<file path="src/rtl/fkr_pkg.sv">
package fkr_pkg;

    localparam int          WORD_W     = 32;
    localparam int          OFS_W      = 9;
    localparam int          KEY_W      = 8;
    localparam logic [7:0]  UNLOCK_KEY = 8'hAC;
    localparam logic [7:0]  CTRL_ADDR  = 8'h40;
    localparam logic [7:0]  DATA_ADDR  = 8'h60;
    localparam logic [31:0] FUSE_MULT  = 32'h9E3779B1;

    typedef struct packed {
        logic [OFS_W-1:0] offset;
        logic [KEY_W-1:0] key;
        logic             cmd;
    } ctrl_t;

    function automatic ctrl_t ctrl_unpack(input logic [WORD_W-1:0] w);
        ctrl_t c;
        c.offset = w[24:16];
        c.key    = w[15:8];
        c.cmd    = w[1];
        return c;
    endfunction

    function automatic logic [WORD_W-1:0] ctrl_pack(input ctrl_t c);
        return {7'b0, c.offset, c.key, 6'b0, c.cmd, 1'b0};
    endfunction

    function automatic logic [WORD_W-1:0] fuse_pattern(input int idx);
        logic [WORD_W-1:0] n;
        n = WORD_W'(idx + 1);
        return n * FUSE_MULT;
    endfunction

endpackage

</file>
<file path="src/rtl/fkr_fuse_array.sv">
module fkr_fuse_array
    import fkr_pkg::*;
#(
    parameter int WORDS = 64,
    localparam int IDX_W = $clog2(WORDS)
) (
    input  logic              clk,
    input  logic              rst,
    input  logic [IDX_W-1:0]  rd_idx,
    output logic [WORD_W-1:0] rd_word
);
    logic [WORD_W-1:0] cells [WORDS];

    always_ff @(posedge clk) begin
        if (rst) begin
            for (int i = 0; i < WORDS; i++) begin
                cells[i] <= fuse_pattern(i);
            end
        end
    end

    assign rd_word = cells[rd_idx];
endmodule

</file>
<file path="src/rtl/fkr_read_seq.sv">
module fkr_read_seq
    import fkr_pkg::*;
#(
    parameter int WORDS   = 64,
    parameter int LATENCY = 8,
    localparam int IDX_W  = $clog2(WORDS),
    localparam int CNT_W  = $clog2(LATENCY) + 1
) (
    input  logic              clk,
    input  logic              rst,
    input  logic              start,
    input  logic [IDX_W-1:0]  start_idx,
    output logic [IDX_W-1:0]  fuse_idx,
    input  logic [WORD_W-1:0] fuse_word,
    output logic              busy,
    output logic [WORD_W-1:0] result
);
    logic [CNT_W-1:0] remain;
    logic [IDX_W-1:0] idx_q;

    always_ff @(posedge clk) begin
        if (rst) begin
            busy   <= 1'b0;
            remain <= '0;
            idx_q  <= '0;
            result <= '0;
        end else if (!busy) begin
            if (start) begin
                busy   <= 1'b1;
                remain <= CNT_W'(LATENCY - 1);
                idx_q  <= start_idx;
            end
        end else if (remain == '0) begin
            busy   <= 1'b0;
            result <= fuse_word;
        end else begin
            remain <= remain - 1'b1;
        end
    end

    assign fuse_idx = idx_q;
endmodule

</file>
<file path="src/rtl/fkr_regbus.sv">
module fkr_regbus
    import fkr_pkg::*;
#(
    parameter int ADDR_W = 8,
    parameter int WORDS  = 64,
    localparam int IDX_W = $clog2(WORDS)
) (
    input  logic              clk,
    input  logic              rst,
    input  logic              bus_wr,
    input  logic              bus_rd,
    input  logic [ADDR_W-1:0] bus_addr,
    input  logic [WORD_W-1:0] bus_wdata,
    output logic [WORD_W-1:0] bus_rdata,
    input  logic              busy,
    input  logic [WORD_W-1:0] result,
    output logic              start,
    output logic [IDX_W-1:0]  start_idx,
    output logic [OFS_W-1:0]  off_q,
    output logic [KEY_W-1:0]  key_q
);
    ctrl_t wr_fields;
    ctrl_t view;
    logic  ctrl_hit;
    logic  data_hit;

    assign wr_fields = ctrl_unpack(bus_wdata);
    assign ctrl_hit  = (bus_addr == ADDR_W'(CTRL_ADDR));
    assign data_hit  = (bus_addr == ADDR_W'(DATA_ADDR));
    assign start     = bus_wr && ctrl_hit && !busy && wr_fields.cmd
                       && (wr_fields.key == UNLOCK_KEY);
    assign start_idx = wr_fields.offset[IDX_W+1:2];

    always_ff @(posedge clk) begin
        if (rst) begin
            off_q <= '0;
            key_q <= '0;
        end else if (bus_wr && ctrl_hit && !busy) begin
            off_q <= wr_fields.offset;
            key_q <= wr_fields.key;
        end
    end

    always_comb begin
        view.offset = off_q;
        view.key    = key_q;
        view.cmd    = busy;
        bus_rdata   = '0;
        if (bus_rd) begin
            if (ctrl_hit)      bus_rdata = ctrl_pack(view);
            else if (data_hit) bus_rdata = result;
        end
    end
endmodule

</file>
<file path="src/rtl/fuse_key_reader.sv">
module fuse_key_reader
    import fkr_pkg::*;
#(
    parameter int ADDR_W  = 8,
    parameter int WORDS   = 64,
    parameter int LATENCY = 8
) (
    input  logic              clk,
    input  logic              rst,
    input  logic              bus_wr,
    input  logic              bus_rd,
    input  logic [ADDR_W-1:0] bus_addr,
    input  logic [31:0]       bus_wdata,
    output logic [31:0]       bus_rdata
);
    localparam int IDX_W = $clog2(WORDS);

    logic              seq_busy;
    logic              seq_start;
    logic [IDX_W-1:0]  seq_idx;
    logic [IDX_W-1:0]  arr_idx;
    logic [WORD_W-1:0] arr_word;
    logic [WORD_W-1:0] seq_word;
    logic [OFS_W-1:0]  reg_off;
    logic [KEY_W-1:0]  reg_key;

    fkr_regbus #(.ADDR_W(ADDR_W), .WORDS(WORDS)) u_regs (
        .clk(clk), .rst(rst), .bus_wr(bus_wr), .bus_rd(bus_rd),
        .bus_addr(bus_addr), .bus_wdata(bus_wdata), .bus_rdata(bus_rdata),
        .busy(seq_busy), .result(seq_word), .start(seq_start),
        .start_idx(seq_idx), .off_q(reg_off), .key_q(reg_key)
    );

    fkr_read_seq #(.WORDS(WORDS), .LATENCY(LATENCY)) u_seq (
        .clk(clk), .rst(rst), .start(seq_start), .start_idx(seq_idx),
        .fuse_idx(arr_idx), .fuse_word(arr_word), .busy(seq_busy),
        .result(seq_word)
    );

    fkr_fuse_array #(.WORDS(WORDS)) u_fuse (
        .clk(clk), .rst(rst), .rd_idx(arr_idx), .rd_word(arr_word)
    );
endmodule

</file>
<file path="config.mk">
export PLATFORM = sky130hd
export DESIGN_NAME = fuse_key_reader
export DESIGN_NICKNAME = d
export VERILOG_FILES = /design/src/rtl/fkr_pkg.sv /design/src/rtl/fkr_fuse_array.sv /design/src/rtl/fkr_read_seq.sv /design/src/rtl/fkr_regbus.sv /design/src/rtl/fuse_key_reader.sv
export SDC_FILE = /design/constraint.sdc
export NUM_CORES = 1
export LEC_CHECK = 0
export BUFFER_PORTS_ARGS = -buffer_cell sky130_fd_sc_hd__buf_2
export CORE_MARGIN = 2
export CORE_UTILIZATION = 25
export DETAILED_ROUTE_END_ITERATION = 8
export SYNTH_ARGS = -nofsm -noshare
export SYNTH_HDL_FRONTEND = slang
export SYNTH_SLANG_ARGS = --single-unit
export TNS_END_PERCENT = 10
</file>
<file path="constraint.sdc">
create_clock -name clk -period 3 [get_ports clk]
set_input_delay 0.45 -clock clk [delete_from_list [all_inputs] [get_ports clk]]
set_output_delay 0.45 -clock clk [all_outputs]
set_load 0.05 [all_outputs]
</file>
==> results of run 1 <==
## through the flow
| stage | cells | total power [mW] | utilization, % | hold WS, ps | instance area [sq um] |
|---|---|---|---|---|---|
| finish | 891 | 2.01 | 30.0 | 364 | 5600 |
| floorplan | 620 | 0.832 | - | 427 | 4740 |
| global placement | 875 | 0.859 | 28.2 | 437 | 5260 |
| global route | 891 | 2.08 | 30.0 | 362 | 5600 |
| detailed placement | 875 | 0.859 | 28.2 | 442 | 5260 |
| CTS | 891 | 2.03 | 30.0 | 356 | 5600 |
## cells in the mapped netlist, types with 3 or more instances
cell type / n / area, sq um
a311o_1: 4 / 40.0
xnor2_1: 9 / 78.8
and3_1: 4 / 25.0
xor2_1: 5 / 43.8
o211ai_1: 16 / 120
nor2_1: 76 / 285
and2_1: 17 / 106
a22o_1: 18 / 158
mux4_2: 4 / 90.1
o221ai_1: 4 / 35.0
nand3_1: 13 / 65.1
a211oi_1: 20 / 150
a211o_1: 6 / 52.6
o21ai_0: 32 / 160
mux2_2: 3 / 33.8
or2_2: 6 / 37.5
buf_2: 35 / 175
a31oi_1: 9 / 56.3
a21o_1: 3 / 22.5
mux2i_1: 28 / 280
nand2_1: 32 / 120
a221oi_1: 6 / 52.6
a311oi_1: 12 / 105
dfxtp_1: 60 / 1200
o22ai_1: 3 / 18.8
a21oi_1: 37 / 185
clkbuf_1: 28 / 105
inv_1: 10 / 37.5
nor3_1: 20 / 100
nand3b_1: 3 / 22.5
nor2b_1: 12 / 75.1
ha_1: 12 / 150
nand2b_1: 20 / 125
buf_4: 4 / 30.0
a21boi_0: 3 / 22.5
nor3b_1: 4 / 30.0
a22oi_1: 6 / 45.0
o311ai_0: 6 / 52.6
## sequential cells by signal, summed over array words and instances (netlist names)
register and count:
u_seq.result 32, u_regs.off_q 9, u_regs.key_q 8, u_seq.fuse_idx 6, u_seq.remain 4, u_seq.busy 1
## per-layer routing
layer / vias to the layer above / part of all wire (%)
met5: - / 0
met4: 0 / 2.7
met3: 23 / 5.5
met2: 180 / 47
met1: 2208 / 45
li1: 2345 / -
## cell usage in the layout (no fill, tap or decap), types with 9 or more instances in the layout
cell type  instances
nand2b_1          20
ha_1              12
buf_2             61
mux2i_1           28
nor3_1            20
a211oi_1          20
clkbuf_16          9
nand2_1           32
a21oi_1           37
o211ai_1          16
nor2b_1           12
a31oi_1            9
xnor2_1            9
buf_4             29
nor2_1            76
nand3_1           13
and2_1            17
a311oi_1          12
inv_1             10
a22o_1            18
o21ai_0           32
dfxtp_1           57
## kinds of logic after synthesis
kind of cell | after synthesis
and+or+nand+nor | 216
muxes | 35
DFF | 60
xor gates and xnor gates | 14
adders and majority gates | 12
buffers and inverters | 82
AOI/OAI and AO/OA | 201
## final timing paths
path,to,startpoint,cells after the start,slack (ps)
worst min register to register,u_seq.result[29],u_seq.result[29],2,450
worst max-delay path,bus_rdata[12],bus_addr[2],7,530
worst min-delay path,u_regs.off_q[8],bus_wdata[24],3,360
worst max register to register,u_seq.result[20],u_seq.fuse_idx[0],7,600
## worst min-delay path: cells and delay by family
kind | cells | cell delay, ps
buffers and inverters | 1 | 80
multiplexers | 1 | 50
AND/OR/NAND/NOR | 1 | 70
## report_power, final
group          leakage, nW  switching, mW  internal (mW)
Clock                0.163          0.354          0.812
Combinational         1.59         0.0250         0.0193
Sequential           0.485       0.000145          0.798
## area by class of cell
type | count | area (sq um)
fillers | 2001 | 13000
multi-input cells | 478 | 3170
flip-flops and latches | 60 | 1200
repair buffers | 91 | 543
well taps | 234 | 293
clock buffers | 10 | 229
clock inverters | 6 | 111
inverters | 12 | 45.0
==> metrics.yaml, run 1 <==
synth-xor-area-share_pct: 2.58
critPathCaptureType: "primary output"
cts_tree: "yes"
ios: 76
clk_latency_ps: 320
synth-async-reset-ratio_pct: 0
drtIter0Drc: 475
timing.fmax_ghz: 0.404
grt_max_degree: 40
criticalPathCategory: "input pin to primary output"
syn-instance-count: 620
skew_ps: 5.79
hold_buffers: 0
place_ws_ps: 491
synth_cell_types: 60
cp_top_family: "simple AND/OR/NAND/NOR gates"
grt_first_pass_wirelength_um: 23100
synth-seq-area-share_pct: 25.3
grtUsageMet2_pct: 22.6
period_minus_slack_ps: 2470
cts_inserted_buffers: 9
path_common_cell: "buf_2"
synth_compound_area_share_pct: 29.9
ant_nets: 0
rows: 50
worstPathArrival_ps: 2020
ys.flop_type: "dfxtp_1"
start_kind: "input pin"
ys_warn_count: 0
p_leak_nw: 2.24
routed_wirelength_um: 14300
drive_gt1_share_pct: 19.3
synthAdderAreaFrac_pct: 3.16
wl_per_cell_um: 16.1
drv_slew: 0
syn_nets: 676
critical_path_buf_inv_count: 3
via_per_inst: 5.34
met1_usage_pct: 19.2
muxShareOfSynthArea_pct: 8.52
clk_root_buffer_cell: "clkbuf_16"
synth-seq-cells: 60
cts_sinks: 60
die_area_sq_mm: 0.0201
grt_pass1_vias: 4310
cts_max_level: 3
timing.hold.worst.class: "input pin to flop"
hpwl_um: 10300
diodes: 0
cp_cell_sequence: "buf_2, nor4b_2, and2_1, and3_1, buf_12, a22o_1, buf_2"
port-buffer-count: 61
report.final.setup_viol: 0
rsz0062_at_grt: "false"
syn-mean-instance-area_sq_um: 7.65
busiest_layer: "met2"
drc: 0
synth_top_family_by_area: "compound AO/OA/AOI/OAI gates"
antenna_found_initial: 0
post_cts_buffers: 0
maxSlewHeadroom_pct: 58.4
clk_pin_slew_ps: 50
postCtsResizedCells: 0
core_area_sq_mm: 0.0186
firstDrtPassIters: 5
syn_area_sq_mm: 0.00474
cp_data_required_time_ps: 2550
status: "finished clean"
die_w_um: 142
synth_simple_gate_area_share_pct: 22.6
synth-edff-count: 0
hold_viol_final: 0
start_util_pct: 25.4
die_h_um: 142
synthToLayoutAreaGrowth_pct: 17.9
final_nets: 708
drv_cap: 0
grt-ovfl-total: 0
worstPathMaxFanout: 24
peakVddDrop_v: 0.000244
met3_usage_pct: 1.89
setup_ws_ps: 526
fin_crit_sh_pct: 82.5
finalSetupTns_ps: 0
worst_pin_slew_ps: 622
gp_congestion: 0.896
slowest_delay_ps: 350
cpMaxStageDelayCell: "and3_1"
p_per_area_mw_per_mm2: 359
num_vias: 4756
cts_buffer_depth: 2
grt_usage_pct: 14.2
No activity file was read; power rests on OpenSTA's default activity.
==> run 2, diff against run 1 <==
--- a/config.mk
+++ b/config.mk
@@ -5,6 +5,7 @@
 export SDC_FILE = /design/constraint.sdc
 export NUM_CORES = 1
 export LEC_CHECK = 0
+export ABC_AREA = 1
 export BUFFER_PORTS_ARGS = -buffer_cell sky130_fd_sc_hd__buf_2
 export CORE_MARGIN = 2
 export CORE_UTILIZATION = 25
==> constraint.sdc (replaced) <==
create_clock -name clk -period 2.5 [get_ports clk]
set_input_delay 0.375 -clock clk [delete_from_list [all_inputs] [get_ports clk]]
set_output_delay 0.375 -clock clk [all_outputs]
set_load 0.05 [all_outputs]
==> run 2 against run 1 <==
Sequential cell count unchanged. Largest power group unchanged. Critical endpoint is now bus_rdata[26]. Sequential share of layout area up 0.99 points. Highest routed layer unchanged. Global-route usage up 1.7 points. Register-to-register slack worse by 210 ps. Power up 11%. Sequential power up 20%.
==> metrics.yaml, run 2 <==
hold_viol_final: 0  # unchanged
slowest_delay_ps: 310  # -40 ps
reg_top3: "u_seq.result x32, u_regs.off_q x9, u_regs.key_q x8"
synth-seq-cells: 60  # unchanged
cpMaxStageDelayCell: "nor2_2"
rows: 49  # -2.0%
multi_input_area_sq_mm: 0.00280  # -12%
num_vias: 5270  # +11%
synthToLayoutAreaGrowth_pct: 17.3
die_h_um: 139  # -2.1%
drtIter0Drc: 575  # +21%
peakVddDrop_v: 0.000299  # +22%
timing.hold.worst.class: "input pin to flop"
grt_usage_pct: 15.9  # +1.7 points
dp.cells: 1020  # +17%
ys_warn_count: 0  # unchanged
synth-async-reset-ratio_pct: 0  # unchanged
postCtsResizedCells: 0  # unchanged
firstDrtPassIters: 5  # unchanged
grt-ovfl-total: 0  # unchanged
synth-seq-area-share_pct: 26.4  # +1.1 points
gp_congestion: 0.902  # +0.67%
port-buffer-count: 61  # unchanged
wl_per_cell_um: 14.9  # -7.7%
clk_root_buffer_cell: "clkbuf_16"
n_fill_cell: 2034  # +1.6%
synthTopCellsByArea: "dfxtp_1 26%, nand2_1 16%, nand3_1 12%, a21oi_1 6.7%, o21ai_0 6.2%"
clk_pin_slew_ps: 50  # about the same
syn-instance-count: 761  # +23%
start_kind: "input pin"
criticalPathCategory: "input pin to primary output"
report.final.setup_viol: 0  # unchanged
drive_gt1_share_pct: 14.5  # -4.8 points
skew_ps: 10.2  # +4.39 ps
cts_sinks: 60  # unchanged
period_minus_slack_ps: 2210
hpwl_um: 11100  # +8.1%
routed_wirelength_um: 15400  # +7.3%
status: "finished clean"
cp_data_required_time_ps: 2120  # -430 ps
rsz0062_at_grt: "false"
largest_reg_flops: 32  # unchanged
critical_path_buf_inv_count: 4  # +1
synth_commonest_cells: "196 x nand2_1, 106 x nand3_1, 69 x inv_1"
place_ws_ps: 286  # -205 ps
synth_top_area_share_pct: 26.4  # +1.1 points
clk_latency_ps: 350  # +30 ps
timing.fmax_ghz: 0.453
worstPathMaxFanout: 9  # -63%
cts_max_level: 3  # unchanged
synth-edff-count: 0  # unchanged
grt_first_pass_wirelength_um: 24900  # +7.7%
cts_inserted_buffers: 9  # unchanged
p_per_area_mw_per_mm2: 419  # +17%
via_per_inst: 5.09  # -4.7%
p_leak_nw: 2.42  # +7.9%
synth_cell_types: 34  # -43%
ys.flop_type: "dfxtp_1"
largest-register: "u_seq.result"
critPathCaptureType: "primary output"
layout_commonest_cell: "nand2_1"
antenna_found_initial: 0  # unchanged
drv_cap: 0  # unchanged
diodes: 0  # unchanged
instances_no_fill: 1036  # +16%
final_cell_area_sq_mm: 0.00533  # -4.7%
yosysMostFrequentCell: "nand2_1"
fin_crit_sh_pct: 88.4
grt_max_degree: 50  # +25%
syn_nets: 817  # +21%
worst_pin_slew_ps: 661  # +38.9 ps
drv_slew: 0  # unchanged
ant_nets: 0  # unchanged
worstPathArrival_ps: 1830  # -190 ps
cts_buffer_depth: 2  # unchanged
finalSetupTns_ps: 0  # unchanged
seq_area_sq_mm: 0.00120  # -0.31%
maxSlewHeadroom_pct: 55.9  # -2.5 points
drc: 0  # unchanged
yosys.area.top_type: "dfxtp_1"
dpl_cell_area_sq_mm: 0.00505  # -4.0%
cp_cell_sequence: "buf_2, inv_1, nand2_1, nor2_2, nand4_2, nor2_2, inv_2, nor3_1, buf_2"
setup_ws_ps: 291  # -235 ps
cts_tree: "yes"
post_cts_buffers: 0  # unchanged
hold_buffers: 0  # unchanged
ios: 76  # unchanged
final_cell_mix: "196 x nand2_1, 106 x nand3_1, 69 x inv_1"
grt_pass1_vias: 4784  # +11%
syn-mean-instance-area_sq_um: 5.97  # -22%
die_w_um: 139  # -2.1%
syn_area_sq_mm: 0.00455  # -4.2%
final_nets: 858  # +21%
start_util_pct: 25.4  # -0.058 points
core_area_sq_mm: 0.0179  # -4.0%
die_area_sq_mm: 0.0193  # -4.1%
cp_top_family: "simple AND/OR/NAND/NOR gates"
-- run 2: cell types whose count changed after synthesis, sizes merged, moves of 15 or more --
cell    delta
a21oi     +26
a211oi    -19
nand2    +168
inv       +66
nand3     +93
clkbuf    -15
and2      -17
o21ai     +29
a22o      -18
nand2b    -20
mux2i     -28
-- run 2: cells by family after synthesis --
group | after synthesis | share of synthesized area, %
and+or+nand+nor | 401 | 38.3
AOI/OAI and AO/OA | 161 | 19.7
DFF | 60 | 26.4
xor gates and xnor gates | 1 | 0.193
adders and majority gates | 12 | 3.30
buffers and inverters | 126 | 12.1
-- run 2: path summary, 6_finish.rpt --
kind / startpoint / endpoint / slack [ps] / cells past startpoint
setup reg to reg: u_seq.fuse_idx[0] / u_seq.result[12] / 390 / 12
hold reg to reg: u_seq.result[2] / u_seq.result[2] / 460 / 2
setup / recovery: bus_addr[0] / bus_rdata[26] / 290 / 9
hold / removal: bus_wdata[17] / u_regs.off_q[1] / 260 / 3
-- run 2: final cells by class --
class / instances / share of cell area [%]
Multi-Input combinational cell: 575 / 52.5
Sequential cell: 60 / 22.5
Timing Repair Buffer: 80 / 8.87
Tap cell: 229 / 5.37
Inverter: 76 / 5.35
Clock buffer: 9 / 4.22
Clock inverter: 7 / 1.13
-- run 2: worst min-delay path: cells and delay by family --
kind | cells | cell delay (ps)
AND/OR/NAND/NOR | 2 | 110
buffers and inverters | 1 | 80
-- run 2: routing by layer --
metal	global-route usage [%]	part of all wire, %
met4	5.26	2.2
met2	24.2	45
met3	2.76	7.7
met5	0	0
met1	22.8	45
-- run 2: power breakdown --
part | leakage (nW) | internal, mW | switching (mW)
sequential | 0.483 | 0.957 | 0.000279
clock | 0.131 | 0.685 | 0.516
combinational | 1.80 | 0.0279 | 0.0505
-- run 2: metrics by stage --
| stage | hold slack [ps] | utilization (%) | power (mW) |
|---|---|---|---|
| finish | 260 | 29.8 | 2.24 |
| global route | 272 | 29.8 | 2.31 |
| CTS | 252 | 29.8 | 2.27 |
| detailed placement | 455 | 28.2 | 1.06 |
| global placement | 449 | 28.2 | 1.06 |
| floorplan | 429 | - | 1.02 |
==> run 3, diff against run 2 <==
--- a/config.mk
+++ b/config.mk
@@ -7,9 +7,12 @@
 export LEC_CHECK = 0
 export ABC_AREA = 1
 export BUFFER_PORTS_ARGS = -buffer_cell sky130_fd_sc_hd__buf_2
+export CELL_PAD_IN_SITES_DETAIL_PLACEMENT = 2
+export CELL_PAD_IN_SITES_GLOBAL_PLACEMENT = 2
 export CORE_MARGIN = 2
 export CORE_UTILIZATION = 25
 export DETAILED_ROUTE_END_ITERATION = 8
+export PLACE_DENSITY_LB_ADDON = 0.1
 export SYNTH_ARGS = -nofsm -noshare
 export SYNTH_HDL_FRONTEND = slang
 export SYNTH_SLANG_ARGS = --single-unit
==> run 3 against run 2 <==
Core utilization is 0.18 points higher. Die area stayed put. Clock power hardly changed. Setup slack worse by 39 ps. Power is 0.65% higher. Count of clock-buffer cells in the layout is 4 higher. Combinational power is 13% higher. Sequential cell count stayed put. Fmax is 1.7% lower. Via count is 2.0% higher. Highest routed layer unchanged.
==> metrics.yaml, run 3 (synthesis results as in run 2) <==
r2r_setup_slack_ps: 250  # -140 ps
ant_nets: 0  # unchanged
grt_usage_pct: 21.3  # +5.4 points
drc: 0  # unchanged
place_ws_ps: 236  # -50.1 ps
hold_buffers: 0  # unchanged
die_h_um: 139  # unchanged
hold_viol_final: 0  # unchanged
gp_congestion: 0.860  # -4.6%
instances_no_fill: 1038  # +0.19%
routed_wirelength_um: 20400  # +33%
hold_end: "u_regs.off_q[0]"
die_area_sq_mm: 0.0193  # unchanged
cts_sinks: 60  # unchanged
fin_util_pct: 30.0  # +0.18 points
p_int_mw: 1.74  # +4.1%
final_cell_mix: "196 x nand2_1, 106 x nand3_1, 69 x inv_1"
critPathCaptureType: "flop"
rsz0062_at_grt: "false"
drive_gt1_share_pct: 14.6  # +0.088 points
start_kind: "flop"
cts_buffer_depth: 2  # unchanged
maxSlewHeadroom_pct: 52.2  # -3.6 points
clk_latency_ps: 330  # -20 ps
clk_root_buffer_cell: "clkbuf_16"
largest-register: "u_seq.result"
p_per_area_mw_per_mm2: 420  # about the same
report.final.setup_viol: 0  # unchanged
clock_power_share_pct: 53.5  # -0.2 points
p_comb_share_pct: 3.9  # +0.4 points
period_minus_slack_ps: 2250  # +38.7 ps
rows: 49  # unchanged
final_nets: 860  # +0.23%
rr_worst_depth: 12  # unchanged
seqPwrFrac_pct: 42.5  # -0.3 points
status: "finished clean"
antenna_found_initial: 0  # unchanged
hpwl_um: 15200  # +37%
grt_first_pass_wirelength_um: 32700  # +31%
setup_ws_ps: 252  # -38.7 ps
cp_data_required_time_ps: 2720  # +600 ps
postCtsResizedCells: 0  # unchanged
wl_per_cell_um: 19.6  # +32%
die_w_um: 139  # unchanged
clk_pin_slew_ps: 50  # about the same
dp.cells: 1022  # +0.20%
n_fill_cell: 2274  # +12%
drtIter0Drc: 254  # -56%
min_path_cells: 3  # unchanged
synthToLayoutAreaGrowth_pct: 18.0
worst_pin_slew_ps: 715  # +54.5 ps
timing.fmax_ghz: 0.445  # -1.7%
peakVddDrop_v: 0.000338  # +13%
min-delay-start: "bus_wdata[16]"
diodes: 0  # unchanged
fin_crit_sh_pct: 89.9  # +1.5 points
criticalPathCategory: "flop to flop"
finalSetupTns_ps: 0  # unchanged
drv_cap: 0  # unchanged
cts_tree: "yes"
num_vias: 5375  # +2.0%
via_per_inst: 5.18  # +1.8%
switching_power_mw: 0.513  # -9.5%
post_cts_buffers: 0  # unchanged
port-buffer-count: 61  # unchanged
grt-ovfl-total: 0  # unchanged
netSwitchingFraction_pct: 22.8  # -2.5 points
worstPathMaxFanout: 7  # -2
grt_max_degree: 50  # unchanged
cts_max_level: 3  # unchanged
rr_endpoint: "u_seq.result[26]"
timing.hold.worst.class: "input pin to flop"
ios: 76  # unchanged
grt_pass1_vias: 5853  # +22%
holdWs_ps: 287  # +27.2 ps
skew_ps: 7.20  # -2.98 ps
largest_reg_flops: 32  # unchanged
worstPathArrival_ps: 2470  # +640 ps
core_area_sq_mm: 0.0179  # unchanged
worstReg2RegStart: "u_seq.fuse_idx[0]"
drv_slew: 0  # unchanged
p_leak_nw: 2.44  # +0.84%
firstDrtPassIters: 4  # -1
start_util_pct: 25.4  # unchanged
reg_top3: "u_seq.result x32, u_regs.off_q x9, u_regs.key_q x8"
layout_commonest_cell: "nand2_1"
cts_inserted_buffers: 9  # unchanged
run 3: final cells by class:
cell class,instances,area [sq um],area share (%)
repair buffers,82,500,9.33
well taps,229,287,5.34
inverters,76,285,5.32
clock buffers,13,270,5.04
clock inverters,3,20.0,0.373
multi-input cells,575,2800,52.2
flip-flops and latches,60,1200,22.4
run 3: worst max-delay path, stage by stage, from the launching register on:
cell and delay [ps]:
dfxtp_1 310, inv_1 260, ha_1 370, nand2_1 220, inv_1 90, nor2_1 200
nand2_1 130, nand2_1 100, nand2_1 60, nand3_1 80, nand3_1 190, nand2_1 110
inv_1 40
run 3: metrics by stage:
step | area, sq um | power (mW)
6_report | 5370 | 2.25
3_5_place_dp | 5070 | 1.07
2_1_floorplan | 4550 | 1.02
4_1_cts | 5370 | 2.27
3_3_place_gp | 5070 | 1.07
5_1_grt | 5370 | 2.34
run 3: worst max path at each step:
| stage | end | slack (ps) | startpoint |
|---|---|---|---|
| after floorplan | bus_rdata[0] | 6 | bus_addr[0] |
| after global placement | bus_rdata[1] | 260 | bus_addr[0] |
| after detailed placement | bus_rdata[1] | 240 | bus_addr[0] |
| after CTS | bus_rdata[1] | 230 | bus_addr[0] |
| after global routing | u_seq.result[26] | 60 | u_seq.fuse_idx[0] |
| final | u_seq.result[26] | 250 | u_seq.fuse_idx[0] |
run 3: per-layer routing:
layer	wire length, um	part of all wire (%)	track usage (%)
met1	9640	47	28.6
met2	9990	49	36.6
met3	545	2.7	3.11
met4	225	1.1	3.99
met5	0	0	0
run 3: power groups by stage:
| stage | combinational (mW) | sequential, mW | clock [mW] |
|---|---|---|---|
| 6_report | 0.0887 | 0.957 | 1.21 |
| 5_1_grt | 0.0975 | 0.957 | 1.29 |
| 4_1_cts | 0.0895 | 0.957 | 1.23 |
| 3_5_place_dp | 0.0893 | 0.978 | 0 |
| 3_3_place_gp | 0.0883 | 0.978 | 0 |
| 2_1_floorplan | 0.0372 | 0.978 | 0 |
